--- src/rtl/rtg_pkg.sv ---
package rtg_pkg;

    typedef struct packed {
        logic pixel;
        logic border;
        logic hblank;
        logic vsync;
    } region_t;

    function automatic logic in_span(input int v, input int lo, input int hi);
        return (v >= lo) && (v <= hi);
    endfunction

endpackage

--- src/rtl/rtg_raster_cnt.sv ---
module rtg_raster_cnt #(
    parameter int LINE_CYCLES = 342,
    parameter int LINES_STD0  = 262,
    parameter int LINES_STD1  = 313,
    parameter int COL_W       = 9,
    parameter int ROW_W       = 9
) (
    input  logic             clk,
    input  logic             rst,
    input  logic             std_sel,
    output logic [COL_W-1:0] col,
    output logic [ROW_W-1:0] row,
    output logic [COL_W-1:0] col_nxt,
    output logic [ROW_W-1:0] row_nxt,
    output logic             line_end
);
    localparam logic [COL_W-1:0] COL_LAST  = COL_W'(LINE_CYCLES - 1);
    localparam logic [ROW_W-1:0] ROW_LAST0 = ROW_W'(LINES_STD0 - 1);
    localparam logic [ROW_W-1:0] ROW_LAST1 = ROW_W'(LINES_STD1 - 1);

    logic [ROW_W-1:0] row_last;

    always_comb begin
        line_end = (col == COL_LAST);
        row_last = std_sel ? ROW_LAST1 : ROW_LAST0;
        col_nxt  = line_end ? '0 : col + 1'b1;
        if (!line_end)
            row_nxt = row;
        else if (row >= row_last)
            row_nxt = '0;
        else
            row_nxt = row + 1'b1;
    end

    always_ff @(posedge clk) begin
        if (rst) begin
            col <= '0;
            row <= '0;
        end else begin
            col <= col_nxt;
            row <= row_nxt;
        end
    end
endmodule

--- src/rtl/rtg_region.sv ---
module rtg_region
    import rtg_pkg::*;
#(
    parameter int COL_W        = 9,
    parameter int ROW_W        = 9,
    parameter int HB_FIRST     = 15,
    parameter int HB_LAST      = 72,
    parameter int PIX_MIN_COL  = 86,
    parameter int ACTIVE_LINES = 192,
    parameter int VS_FIRST     = 227,
    parameter int VS_LINES     = 3
) (
    input  logic             clk,
    input  logic             rst,
    input  logic [COL_W-1:0] col_nxt,
    input  logic [ROW_W-1:0] row_nxt,
    input  logic [COL_W-1:0] first_col,
    input  logic [COL_W-1:0] stop_col,
    output region_t          rgn
);
    localparam int VS_LAST = VS_FIRST + VS_LINES - 1;

    int      c_i;
    int      r_i;
    region_t rgn_d;

    always_comb begin
        c_i = int'(col_nxt);
        r_i = int'(row_nxt);
        rgn_d.hblank = in_span(c_i, HB_FIRST, HB_LAST);
        rgn_d.pixel  = (r_i < ACTIVE_LINES) && (c_i >= PIX_MIN_COL)
                     && (c_i >= int'(first_col)) && (c_i < int'(stop_col));
        rgn_d.border = !rgn_d.hblank && !rgn_d.pixel;
        rgn_d.vsync  = in_span(r_i, VS_FIRST, VS_LAST);
    end

    always_ff @(posedge clk) begin
        if (rst)
            rgn <= '{pixel: 1'b0, border: 1'b1, hblank: 1'b0, vsync: 1'b0};
        else
            rgn <= rgn_d;
    end
endmodule

--- src/rtl/rtg_irq.sv ---
module rtg_irq #(
    parameter int COL_W        = 9,
    parameter int ROW_W        = 9,
    parameter int CNT_W        = 8,
    parameter int ACTIVE_LINES = 192,
    parameter int FIRQ_ROW     = 193,
    parameter int FIRQ_COL     = 4
) (
    input  logic             clk,
    input  logic             rst,
    input  logic [COL_W-1:0] col,
    input  logic [ROW_W-1:0] row,
    input  logic             line_end,
    input  logic             status_rd,
    input  logic             tgt_wr,
    input  logic [CNT_W-1:0] tgt_data,
    output logic             frame_flag,
    output logic             line_flag
);
    logic [CNT_W-1:0] target;
    logic [CNT_W-1:0] count;
    logic             frame_hit;
    logic             active_row;
    logic             underflow;

    always_comb begin
        frame_hit  = (col == COL_W'(FIRQ_COL)) && (row == ROW_W'(FIRQ_ROW));
        active_row = (row < ROW_W'(ACTIVE_LINES));
        underflow  = line_end && active_row && (count == '0);
    end

    always_ff @(posedge clk) begin
        if (rst) begin
            target     <= '1;
            count      <= '1;
            frame_flag <= 1'b0;
            line_flag  <= 1'b0;
        end else begin
            if (tgt_wr)
                target <= tgt_data;
            if (line_end)
                count <= (!active_row || underflow) ? target : count - 1'b1;
            if (frame_hit)
                frame_flag <= 1'b1;
            else if (status_rd)
                frame_flag <= 1'b0;
            if (underflow)
                line_flag <= 1'b1;
            else if (status_rd)
                line_flag <= 1'b0;
        end
    end
endmodule

--- src/rtl/raster_timing_gen.sv ---
module raster_timing_gen
    import rtg_pkg::*;
#(
    parameter int LINE_CYCLES  = 342,
    parameter int LINES_STD0   = 262,
    parameter int LINES_STD1   = 313,
    parameter int ACTIVE_LINES = 192,
    parameter int HB_FIRST     = 15,
    parameter int HB_LAST      = 72,
    parameter int PIX_MIN_COL  = 86,
    parameter int VS_FIRST     = 227,
    parameter int VS_LINES     = 3,
    parameter int FIRQ_ROW     = 193,
    parameter int FIRQ_COL     = 4,
    parameter int CNT_W        = 8,
    localparam int COL_W = $clog2(LINE_CYCLES),
    localparam int ROW_W = $clog2(LINES_STD1 > LINES_STD0 ? LINES_STD1 : LINES_STD0)
) (
    input  logic             clk,
    input  logic             rst,
    input  logic             std_50hz,
    input  logic [COL_W-1:0] first_col,
    input  logic [COL_W-1:0] stop_col,
    input  logic             frame_irq_en,
    input  logic             line_irq_en,
    input  logic             line_tgt_wr,
    input  logic [CNT_W-1:0] line_tgt_data,
    input  logic             status_rd,
    output logic [COL_W-1:0] col,
    output logic [ROW_W-1:0] row,
    output logic             pixel_on,
    output logic             border_on,
    output logic             hblank_on,
    output logic             vsync_on,
    output logic             frame_flag,
    output logic             line_flag,
    output logic             irq
);
    logic [COL_W-1:0] col_nxt;
    logic [ROW_W-1:0] row_nxt;
    logic             line_end;
    region_t          rgn;

    rtg_raster_cnt #(
        .LINE_CYCLES(LINE_CYCLES), .LINES_STD0(LINES_STD0), .LINES_STD1(LINES_STD1),
        .COL_W(COL_W), .ROW_W(ROW_W)
    ) cnt_i (
        .clk(clk), .rst(rst), .std_sel(std_50hz),
        .col(col), .row(row), .col_nxt(col_nxt), .row_nxt(row_nxt),
        .line_end(line_end)
    );

    rtg_region #(
        .COL_W(COL_W), .ROW_W(ROW_W), .HB_FIRST(HB_FIRST), .HB_LAST(HB_LAST),
        .PIX_MIN_COL(PIX_MIN_COL), .ACTIVE_LINES(ACTIVE_LINES),
        .VS_FIRST(VS_FIRST), .VS_LINES(VS_LINES)
    ) rgn_i (
        .clk(clk), .rst(rst), .col_nxt(col_nxt), .row_nxt(row_nxt),
        .first_col(first_col), .stop_col(stop_col), .rgn(rgn)
    );

    rtg_irq #(
        .COL_W(COL_W), .ROW_W(ROW_W), .CNT_W(CNT_W), .ACTIVE_LINES(ACTIVE_LINES),
        .FIRQ_ROW(FIRQ_ROW), .FIRQ_COL(FIRQ_COL)
    ) irq_i (
        .clk(clk), .rst(rst), .col(col), .row(row), .line_end(line_end),
        .status_rd(status_rd), .tgt_wr(line_tgt_wr), .tgt_data(line_tgt_data),
        .frame_flag(frame_flag), .line_flag(line_flag)
    );

    always_comb begin
        pixel_on  = rgn.pixel;
        border_on = rgn.border;
        hblank_on = rgn.hblank;
        vsync_on  = rgn.vsync;
        irq       = (frame_flag && frame_irq_en) || (line_flag && line_irq_en);
    end
endmodule

--- config.mk ---
export PLATFORM = sky130hd
export DESIGN_NAME = raster_timing_gen
export DESIGN_NICKNAME = d
export VERILOG_FILES = /design/src/rtl/rtg_pkg.sv /design/src/rtl/rtg_raster_cnt.sv /design/src/rtl/rtg_region.sv /design/src/rtl/rtg_irq.sv /design/src/rtl/raster_timing_gen.sv
export SDC_FILE = /design/constraint.sdc
export NUM_CORES = 1
export LEC_CHECK = 0
export BUFFER_PORTS_ARGS = -buffer_cell sky130_fd_sc_hd__buf_2
export CELL_PAD_IN_SITES_DETAIL_PLACEMENT = 2
export CELL_PAD_IN_SITES_GLOBAL_PLACEMENT = 2
export CORE_ASPECT_RATIO = 1.75
export CORE_UTILIZATION = 35
export CTS_CLUSTER_DIAMETER = 40
export DETAILED_ROUTE_END_ITERATION = 8
export GPL_TIMING_DRIVEN = 0
export MAX_ROUTING_LAYER = met4
export PLACE_DENSITY_LB_ADDON = 0.1
export SLEW_MARGIN = 20
export SYNTH_ARGS = -nofsm -noshare
export SYNTH_HDL_FRONTEND = slang
export SYNTH_SLANG_ARGS = --single-unit
export TNS_END_PERCENT = 50
--- constraint.sdc ---
create_clock -name clk -period 7.5 [get_ports clk]
set_input_delay 0.375 -clock clk [delete_from_list [all_inputs] [get_ports clk]]
set_output_delay 0.375 -clock clk [all_outputs]
set_load 0.01 [all_outputs]
==> results of run 1 <==
-- worst paths after layout --
kind | from | to | slack (ps) | cells after the start
hold reg to reg | irq_i.count[6] | irq_i.count[6] | 520 | 1
setup / recovery | cnt_i.col[0] | rgn_i.rgn[2] | 3800 | 12
setup reg to reg | cnt_i.col[0] | rgn_i.rgn[2] | 3800 | 12
hold / removal | line_tgt_data[0] | irq_i.target[0] | 290 | 2
-- sequential cells by signal, indices dropped and copies added, names as in the netlist --
| signal | count |
|---|---|
| cnt_i.row | 9 |
| cnt_i.col | 9 |
| irq_i.count | 8 |
| irq_i.target | 8 |
| irq_i.frame_flag | 1 |
| rgn_i.rgn | 4 |
| irq_i.line_flag | 1 |
-- cells in the mapped netlist (3+ instances only) --
master     n
dfxtp_1   40
nor2_1    33
inv_1     31
ha_1      28
a21oi_1   12
nand2_1   12
a211o_1   11
nand3_1   10
nor2b_1   10
clkbuf_1   9
xor2_1     9
nand2b_1   8
nand4_1    7
o21ai_0    7
a211oi_1   6
o211ai_1   6
xnor2_1    6
and2_1     5
nor3_1     5
nor4_1     5
o21a_1     4
a22o_1     3
a311oi_1   3
a31oi_1    3
and4_1     3
-- metrics by stage --
stage | cell area (µm²) | utilization | hold WS, ps | cells | power [mW]
final | 3230 | 0.430 | 287 | 471 | 0.489
after global routing | 3230 | 0.430 | 290 | 471 | 0.511
after CTS | 3230 | 0.430 | 289 | 471 | 0.494
after detailed placement | 3090 | 0.411 | 506 | 464 | 0.285
after global placement | 3090 | 0.411 | 498 | 464 | 0.281
after floorplan | 2700 | - | 456 | 319 | 0.259
-- final cells by class --
class | count | area, µm²
repair buffers | 57 | 285
well taps | 88 | 110
inverters | 31 | 116
clock inverters | 2 | 12.5
flip-flops and latches | 40 | 801
fillers | 885 | 4290
clock buffers | 5 | 125
multi-input cells | 233 | 1700
plain buffers | 15 | 78.8
-- placed cells by master, fill, tap and decap left out, types with 4 or more instances in the layout --
cell type	Yosys	layout
a211oi_1	6	6
nand3_1	10	10
o21a_1	4	4
inv_1	31	31
nand2b_1	8	8
clkbuf_16	0	5
nor2_1	33	33
nor2b_1	10	10
nor4_1	5	5
o21ai_0	7	7
o211ai_1	6	6
xnor2_1	6	6
buf_2	2	59
and2_1	5	5
a211o_1	11	11
a21oi_1	12	12
clkbuf_1	9	9
nand2_1	12	12
nor3_1	5	5
xor2_1	9	9
ha_1	28	28
nand4_1	7	7
dfxtp_1	40	40
-- worst max-delay path: stages, from the launching register on --
cell       delay (ps)
dfxtp_1           570
ha_1              240
nand4_1           220
nor2_8            230
buf_2             290
buf_4             240
nor2_1            110
ha_1              310
a211oi_1          250
a21oi_1           120
a2111oi_0         370
o211ai_1          190
o41a_1            410
-- metal layers --
layer  global-route usage  vias up  wire length (µm)
met5                    -        -                 0
met4               0.0820        0               169
met3               0.0291       12               169
met2                0.461       55              5180
met1                0.225     1326              3130
li1                     -     1269                 -
-- power groups by stage --
stage	Combinational, mW	Clock, mW	Sequential, mW
after floorplan	0.0329	0	0.226
after detailed placement	0.0569	0	0.228
after global routing	0.0640	0.223	0.224
after global placement	0.0538	0	0.227
after CTS	0.0575	0.213	0.223
final	0.0554	0.211	0.223
-- cell families after synthesis --
family / after synthesis / synth area share
simple gates: 113 / 0.234
buf+inv: 46 / 0.0724
mux: 1 / 0.00557
compound gates: 76 / 0.212
xor+xnor: 15 / 0.0487
fa+ha+maj: 28 / 0.130
flops: 40 / 0.297
==> qor.csv, run 1 <==
stage;metric;value;unit
drt;num_vias;2662;
power;p_comb_frac;0.113;
power;power.density;152;nW/µm²
floorplan;initial_core_util;0.359;
drt;routed_wl;8650;µm
power;sw_frac_of_total;0.257;
drt;drc;0;
power;p_leak;1.55;nW
sta;fin_tns_setup;0;ps
sta;slew_headroom;0.462;
synth;yosys_warnings;0;
clock_network;cts-root-buf;clkbuf_16;
grt;grt_pass1_vias;2841;
sta;rsz0062_at_grt;false;
synth;async_flop_share;0;
synth;netlist_instances;319;
power;power.share.sequential;0.455;
drt;drt_iter0_markers;90;
drt;ant_nets;0;
floorplan;die_x;68.4;µm
power;ir_worst_vdd;0.0731;mV
clock_network;tritoncts;done;
place;port_buffers;57;
worst_setup_path;required;7660;ps
layout;fin_nets;444;
power;power_switching;0.126;mW
layout;drive_above_1_share;0.204;
power;clockPowerShare;0.431;
place;hpwl;6950;µm
clock_network;numCtsBuffers;5;
floorplan;ioPinCount;58;
synth;yosys.area.top_type;dfxtp_1;
clock_network;cts.hold.buffers_added;0;
layout;syn_to_final_growth;19.8;%
synth;synth-main-ff-cell;dfxtp_1;
clock_network;cts.sinks;40;
grt;gr-total-overflow;0;
sta;finalHoldViolCount;0;
power;internal_power;0.364;mW
worst_setup_path;crit_path_start_kind;flop;
floorplan;num_rows;42;
sta;finalCritPeriodShare;0.493;
synth;synth-seq-cells;40;
synth;yosysSeqAreaShare;0.297;
grt;grt_pass1_wl;13800;µm
clock_network;htree_levels;2;
floorplan;coreArea;7510;µm²
synth;synth_nets;380;
layout;diodes;0;
place;place.gp.congestion;0.749;
sta;slew_viol_final;0;
sta;finalSetupViolCount;0;
worst_setup_path;end_kind;flop;
synth;synth_area_leaders;dfxtp_1, ha_1, nor2_1;
grt;grt_max_degree;13;
drt;viasPerCell;5.65;
outcome;status;completed;
clock_network;cts_setup_buffers;0;
floorplan;die_h;118;µm
synth;netlist.area_leader.share;0.297;
synth;netlist-cell-type-count;59;
synth;synth_area_per_cell;8.45;µm²
synth;syn-cell-area;2700;µm²
sta;period_minus_slack;3700;ps
floorplan;die_area;8070;µm²
worst_setup_path;crit_fanout;10;
sta;worst_pin_slew;808;ps
clock_network;cts_resized;0;
synth;synth_edf_count;0;
place;dpl_worst_slack;3770;ps
drt;wl_per_cell;18.4;µm
hold_path;min_path_type;input pin to flop;
drt;drtPass1Iterations;4;
worst_setup_path;crit_arrival;3860;ps
worst_setup_path;path_class;flop to flop;
clock_network;clockBufferDepth;2;
sta;layout_setup_ws;3800;ps
grt;antenna_found_initial;0;
clock_network;worstSkewPairLatency;290;ps
clock_network;clk_pin_slew_worst_paths;60;ps
run;drv_cap;0;
sta;fmaxAchievable;270;MHz
grt;grt_util_all_layers;0.239;
sta;clock-skew-final;10.1;ps
Note: power is estimated with default switching activity, not from simulation.
==> run 2, diff against run 1 <==
--- a/config.mk
+++ b/config.mk
@@ -9,7 +9,7 @@
 export CELL_PAD_IN_SITES_DETAIL_PLACEMENT = 2
 export CELL_PAD_IN_SITES_GLOBAL_PLACEMENT = 2
 export CORE_ASPECT_RATIO = 1.75
-export CORE_UTILIZATION = 35
+export CORE_UTILIZATION = 29
 export CTS_CLUSTER_DIAMETER = 40
 export DETAILED_ROUTE_END_ITERATION = 8
 export GPL_TIMING_DRIVEN = 0
==> constraint.sdc (replaced) <==
create_clock -name clk -period 3.4 [get_ports clk]
set_input_delay 0.17 -clock clk [delete_from_list [all_inputs] [get_ports clk]]
set_output_delay 0.17 -clock clk [all_outputs]
set_load 0.01 [all_outputs]
==> qor.csv, run 2 (synthesis results as in run 1) <==
stage;metric;value;unit;change
clock_network;clockBufferDepth;2;;unchanged
drt;ant_nets;0;;unchanged
floorplan;die_h;130;µm;+9.7%
clock_network;numCtsBuffers;5;;unchanged
place;hpwl;7120;µm;+2.5%
grt;grt_max_degree;20;;+7
power;power.density;338;nW/µm²;+120%
worst_setup_path;crit_path_start_kind;flop;;
worst_setup_path;path_buf_inv;2;;unchanged
worst_setup_path;crit_fanout;19;;+9
worst_setup_path;end_kind;flop;;
sta;worst_pin_slew;835;ps;+27.6 ps
sta;fmaxAchievable;311;MHz;+15%
worst_setup_path;path_depth;11;;-1
power;ir_worst_vdd;0.231;mV;+220%
floorplan;die_area;9700;µm²;+20%
run;drv_cap;0;;unchanged
hold_path;min_path_cells;2;;unchanged
power;power_switching;0.285;mW;+130%
layout;largestRegisters;cnt_i.col x9, cnt_i.row x9;;
drt;drt_iter0_markers;26;;-71%
layout;syn_to_final_growth;22.3;%;
worst_setup_path;critPathSlowestCell;or4b_4;;
grt;grt_pass1_vias;2858;;+0.60%
worst_setup_path;path_class;flop to flop;;
grt;gr-total-overflow;0;;unchanged
layout;fin_nets;442;;-0.45%
place;port_buffers;57;;unchanged
clock_network;tritoncts;done;;
power;p_comb_frac;0.111;;-0.002
drt;viasPerCell;5.17;;-8.6%
sta;period_minus_slack;3220;ps;-482 ps
layout;diodes;0;;unchanged
power;sw_frac_of_total;0.256;;-0.000859
sta;finalSetupViolCount;0;;unchanged
floorplan;ioPinCount;58;;unchanged
clock_network;clk_pin_slew_worst_paths;70;ps;about the same
floorplan;num_rows;46;;+9.5%
sta;finalCritPeriodShare;0.946;;+0.453
floorplan;coreArea;9040;µm²;+20%
clock_network;cts_setup_buffers;0;;unchanged
sta;fin_tns_setup;0;ps;unchanged
drt;wl_per_cell;17.2;µm;-6.3%
worst_setup_path;crit_arrival;3380;ps;-480 ps
hold_path;min_path_type;input pin to flop;;
worst_setup_path;required;3570;ps;-4090 ps
sta;slew_viol_final;0;;unchanged
worst_setup_path;critPathTopFamily;compound AO/OA/AOI/OAI gates;;
floorplan;initial_core_util;0.298;;-0.0604
power;p_total;1.11;mW;+130%
place;place.gp.congestion;0.752;;+0.33%
clock_network;htree_levels;2;;unchanged
layout;final_cell_mix;buf_2, dfxtp_1, nor2_1, inv_1, ha_1;;
grt;grt_util_all_layers;0.198;;-0.0409
drt;drtPass1Iterations;3;;-1
worst_setup_path;rrSetupSlack;180;ps;-3620 ps
power;clockPowerShare;0.448;;+0.017
power;internal_power;0.829;mW;+130%
drt;routed_wl;8640;µm;-0.14%
sta;clock-skew-final;9.82;ps;-0.240 ps
worst_setup_path;worstRegToRegCells;11;;-1
outcome;status;completed;;
clock_network;worstSkewPairLatency;290;ps;about the same
power;power.share.sequential;0.441;;-0.014
power;p_leak;1.55;nW;about the same
grt;antenna_found_initial;0;;unchanged
clock_network;cts-root-buf;clkbuf_16;;
sta;slew_headroom;0.443;;-0.0184
clock_network;cts.hold.buffers_added;0;;unchanged
layout;final_common_cell;buf_2;;
sta;finalHoldViolCount;0;;unchanged
worst_setup_path;cpPeakStageDelay;530;ps;-40 ps
drt;drc;0;;unchanged
drt;num_vias;2593;;-2.6%
worst_setup_path;crit_chain;buf_2, or4b_4, nor2_8, buf_12, nor2_1, ha_1, a211oi_1, a21oi_1, a2111oi_2, o211ai_1, o41a_1;;
clock_network;cts.sinks;40;;unchanged
grt;grt_pass1_wl;13900;µm;+0.55%
sta;rsz0062_at_grt;false;;
layout;drive_above_1_share;0.209;;+0.00577
floorplan;die_x;74.9;µm;+9.6%
run 2: timing repair:
item | 4_1_cts | 5_1_grt
endpoints found under the setup margin | 2 | 1
gates cloned | 0 | 0
gates resized for setup | 4 | 3
endpoints found under the hold margin | 0 | 0
pin swaps | 0 | 0
run 2: layer usage:
metal | up-vias | routed length (µm) | GRT usage | share of wire
met1 | 1291 | 3130 | 0.184 | 0.36
met2 | 32 | 5290 | 0.404 | 0.61
met5 | - | 0 | - | 0
li1 | 1264 | - | - | -
met3 | 6 | 135 | 0.0257 | 0.016
met4 | 0 | 88 | 0.0466 | 0.010
run 2: final timing paths:
check                                       from         endpoint
worst max-delay path                cnt_i.col[2]     rgn_i.rgn[2]
worst min-delay path            line_tgt_data[0]  irq_i.target[0]
worst max register to register      cnt_i.col[2]     rgn_i.rgn[2]
worst min register to register      cnt_i.col[0]     cnt_i.col[0]
run 2: cell type report:
| class | instances | area, µm² |
|---|---|---|
| Timing Repair Buffer | 57 | 285 |
| Sequential cell | 40 | 802 |
| Buffer | 13 | 82.6 |
| Tap cell | 120 | 150 |
| Multi-Input combinational cell | 233 | 1710 |
| Clock buffer | 6 | 139 |
| Inverter | 31 | 116 |
| Fill cell | 1093 | 5740 |
| Clock inverter | 2 | 15.0 |
run 2: per-stage QoR:
| step | hold WS [ps] | std cells | utilization | cell area (µm²) | setup slack [ps] |
|---|---|---|---|---|---|
| 6_report | 85.0 | 502 | 0.365 | 3300 | 184 |
| 3_5_place_dp | 384 | 496 | 0.347 | 3130 | -344 |
| 3_3_place_gp | 379 | 496 | 0.347 | 3130 | -299 |
| 2_1_floorplan | 251 | 319 | - | 2700 | 268 |
| 5_1_grt | 87.6 | 502 | 0.365 | 3300 | 3.03 |
| 4_1_cts | 81.9 | 502 | 0.363 | 3280 | 22.8 |
run 2: worst reg2reg max path, cell delays in order, from the launching register on:
cell and delay, ps:
dfxtp_1 320, buf_2 190, or4b_4 530, nor2_8 220, buf_12 190, nor2_1 100, ha_1 330, a211oi_1 250
a21oi_1 120, a2111oi_2 250, o211ai_1 170, o41a_1 410
run 2: power groups by stage:
stage               clock (mW)  combinational [mW]  sequential [mW]
finish                   0.499               0.124            0.491
global route             0.534               0.143            0.492
CTS                      0.516               0.128            0.491
detailed placement           0               0.126            0.501
global placement             0               0.121            0.501
floorplan                    0              0.0725            0.499
==> run 3, diff against run 2 <==
--- a/config.mk
+++ b/config.mk
@@ -13,7 +13,6 @@
 export CTS_CLUSTER_DIAMETER = 40
 export DETAILED_ROUTE_END_ITERATION = 8
 export GPL_TIMING_DRIVEN = 0
-export MAX_ROUTING_LAYER = met4
 export PLACE_DENSITY_LB_ADDON = 0.1
 export SLEW_MARGIN = 20
 export SYNTH_ARGS = -nofsm -noshare
==> qor.csv, run 3 (synthesis results as in run 1) <==
stage;metric;value;unit;change
sta;finalHoldViolCount;0;;unchanged
hold_path;min_path_cells;2;;unchanged
power;ir_worst_vdd;0.231;mV;about the same
power;power.density;338;nW/µm²;about the same
grt;gr-total-overflow;0;;unchanged
clock_network;cts-root-buf;clkbuf_16;;
sta;finalSetupViolCount;0;;unchanged
floorplan;initial_core_util;0.298;;unchanged
hold_path;min_path_type;input pin to flop;;
worst_setup_path;required;3570;ps;about the same
worst_setup_path;critPathTopFamily;compound AO/OA/AOI/OAI gates;;
grt;grt_pass1_vias;2857;;-0.035%
floorplan;die_h;130;µm;unchanged
clock_network;cts.sinks;40;;unchanged
sta;layout_setup_ws;183;ps;-1.17 ps
worst_setup_path;rrSetupSlack;180;ps;about the same
drt;drtPass1Iterations;3;;unchanged
floorplan;die_area;9700;µm²;unchanged
worst_setup_path;crit_arrival;3380;ps;about the same
sta;period_minus_slack;3220;ps;+1.17 ps
clock_network;cts_resized;4;;unchanged
sta;rsz0062_at_grt;false;;
layout;diodes;0;;unchanged
place;place.gp.congestion;0.743;;-1.2%
worst_setup_path;worstRegToRegCells;11;;unchanged
worst_setup_path;critPathSlowestCell;or4b_4;;
floorplan;coreArea;9040;µm²;unchanged
clock_network;clockBufferDepth;2;;unchanged
place;port_buffers;57;;unchanged
drt;viasPerCell;5.16;;-0.12%
hold_path;min_from;line_tgt_data[0];;
clock_network;tritoncts;done;;
grt;grt_util_all_layers;0.193;;-0.00562
worst_setup_path;end_kind;flop;;
sta;fin_tns_setup;0;ps;unchanged
worst_setup_path;path_buf_inv;2;;unchanged
grt;grt_pass1_wl;13900;µm;about the same
sta;slew_headroom;0.446;;+0.00254
worst_setup_path;startpoint;cnt_i.col[2];;
sta;finalCritPeriodShare;0.946;;about the same
sta;worst_pin_slew;832;ps;-3.81 ps
worst_setup_path;crit_path_start_kind;flop;;
drt;drt_iter0_markers;25;;-3.8%
clock_network;clk_pin_slew_worst_paths;70;ps;about the same
worst_setup_path;path_class;flop to flop;;
drt;num_vias;2590;;-0.12%
sta;slew_viol_final;0;;unchanged
worst_setup_path;crit_chain;buf_2, or4b_4, nor2_8, buf_12, nor2_1, ha_1, a211oi_1, a21oi_1, a2111oi_2, o211ai_1, o41a_1;;
clock_network;cts.hold.buffers_added;0;;unchanged
place;dpl_cell_area;3130;µm²;unchanged
layout;drive_above_1_share;0.209;;unchanged
power;p_leak;1.55;nW;unchanged
sta;holdWs;84.9;ps;-0.0801 ps
hold_path;holdPathEnd;irq_i.target[0];;
grt;antenna_found_initial;0;;unchanged
drt;ant_nets;0;;unchanged
power;p_total;1.11;mW;about the same
worst_setup_path;regToRegStartpoint;cnt_i.col[2];;
sta;clock-skew-final;10.1;ps;+0.290 ps
drt;wl_per_cell;17.2;µm;about the same
clock_network;cts_setup_buffers;0;;unchanged
place;hpwl;7120;µm;unchanged
clock_network;htree_levels;2;;unchanged
drt;drc;0;;unchanged
floorplan;num_rows;46;;unchanged
floorplan;ioPinCount;58;;unchanged
floorplan;die_x;74.9;µm;unchanged
grt;grt_max_degree;20;;unchanged
run;drv_cap;0;;unchanged
worst_setup_path;crit_fanout;19;;unchanged
layout;final_cell_mix;buf_2, dfxtp_1, nor2_1, inv_1, ha_1;;
sta;fmaxAchievable;311;MHz;about the same
clock_network;worstSkewPairLatency;290;ps;about the same
layout;syn_to_final_growth;22.3;%;unchanged
layout;final_common_cell;buf_2;;
layout;largestRegisters;cnt_i.col x9, cnt_i.row x9;;
clock_network;numCtsBuffers;5;;unchanged
worst_setup_path;cpPeakStageDelay;530;ps;about the same
layout;fin_nets;442;;unchanged
worst_setup_path;r2r_end;rgn_i.rgn[2];;
outcome;status;completed;;
layout;final_area;3300;µm²;unchanged
place;dpl_worst_slack;-344;ps;unchanged
drt;routed_wl;8640;µm;about the same
==> run 3: cell counts in the layout (fill, tap and decap cells not counted) <==
No cell type changed its count.
==> run 3: how the worst max path moves through the flow <==
| stage | depth (start not counted) | end | slack, ps |
|---|---|---|---|
| detailed placement | 12 | rgn_i.rgn[2] | -340 |
| global route | 11 | rgn_i.rgn[2] | 3 |
| floorplan | 12 | rgn_i.rgn[2] | 270 |
| finish | 11 | rgn_i.rgn[2] | 180 |
| CTS | 11 | rgn_i.rgn[2] | 20 |
| global placement | 12 | rgn_i.rgn[2] | -300 |
==> run 3: final cells by class <==
class	count	area [µm²]
repair buffers	57	285
flip-flops and latches	40	802
plain buffers	13	82.6
inverters	31	116
clock inverters	2	15.0
multi-input cells	233	1710
clock buffers	6	139
well taps	120	150
fillers	1093	5740
==> run 3: routing by layer <==
layer | vias to the layer above | track usage | routed length, µm | part of all wire
met2 | 32 | 0.404 | 5290 | 0.61
met3 | 6 | 0.0264 | 142 | 0.016
met5 | - | 0 | 0 | 0
met1 | 1288 | 0.184 | 3120 | 0.36
met4 | 0 | 0.0466 | 88 | 0.010
li1 | 1264 | - | - | -
==> run 3: power by group <==
part / internal (mW) / total, mW / switching (mW)
clock network: 0.292 / 0.499 / 0.206
registers: 0.480 / 0.491 / 0.0114
logic: 0.0568 / 0.124 / 0.0672
total: 0.829 / 1.11 / 0.285
==> run 3: metrics by stage <==
stage / instances / utilization
after CTS: 502 / 0.363
after detailed placement: 496 / 0.347
after floorplan: 319 / -
after global routing: 502 / 0.365
after global placement: 496 / 0.347
final: 502 / 0.365
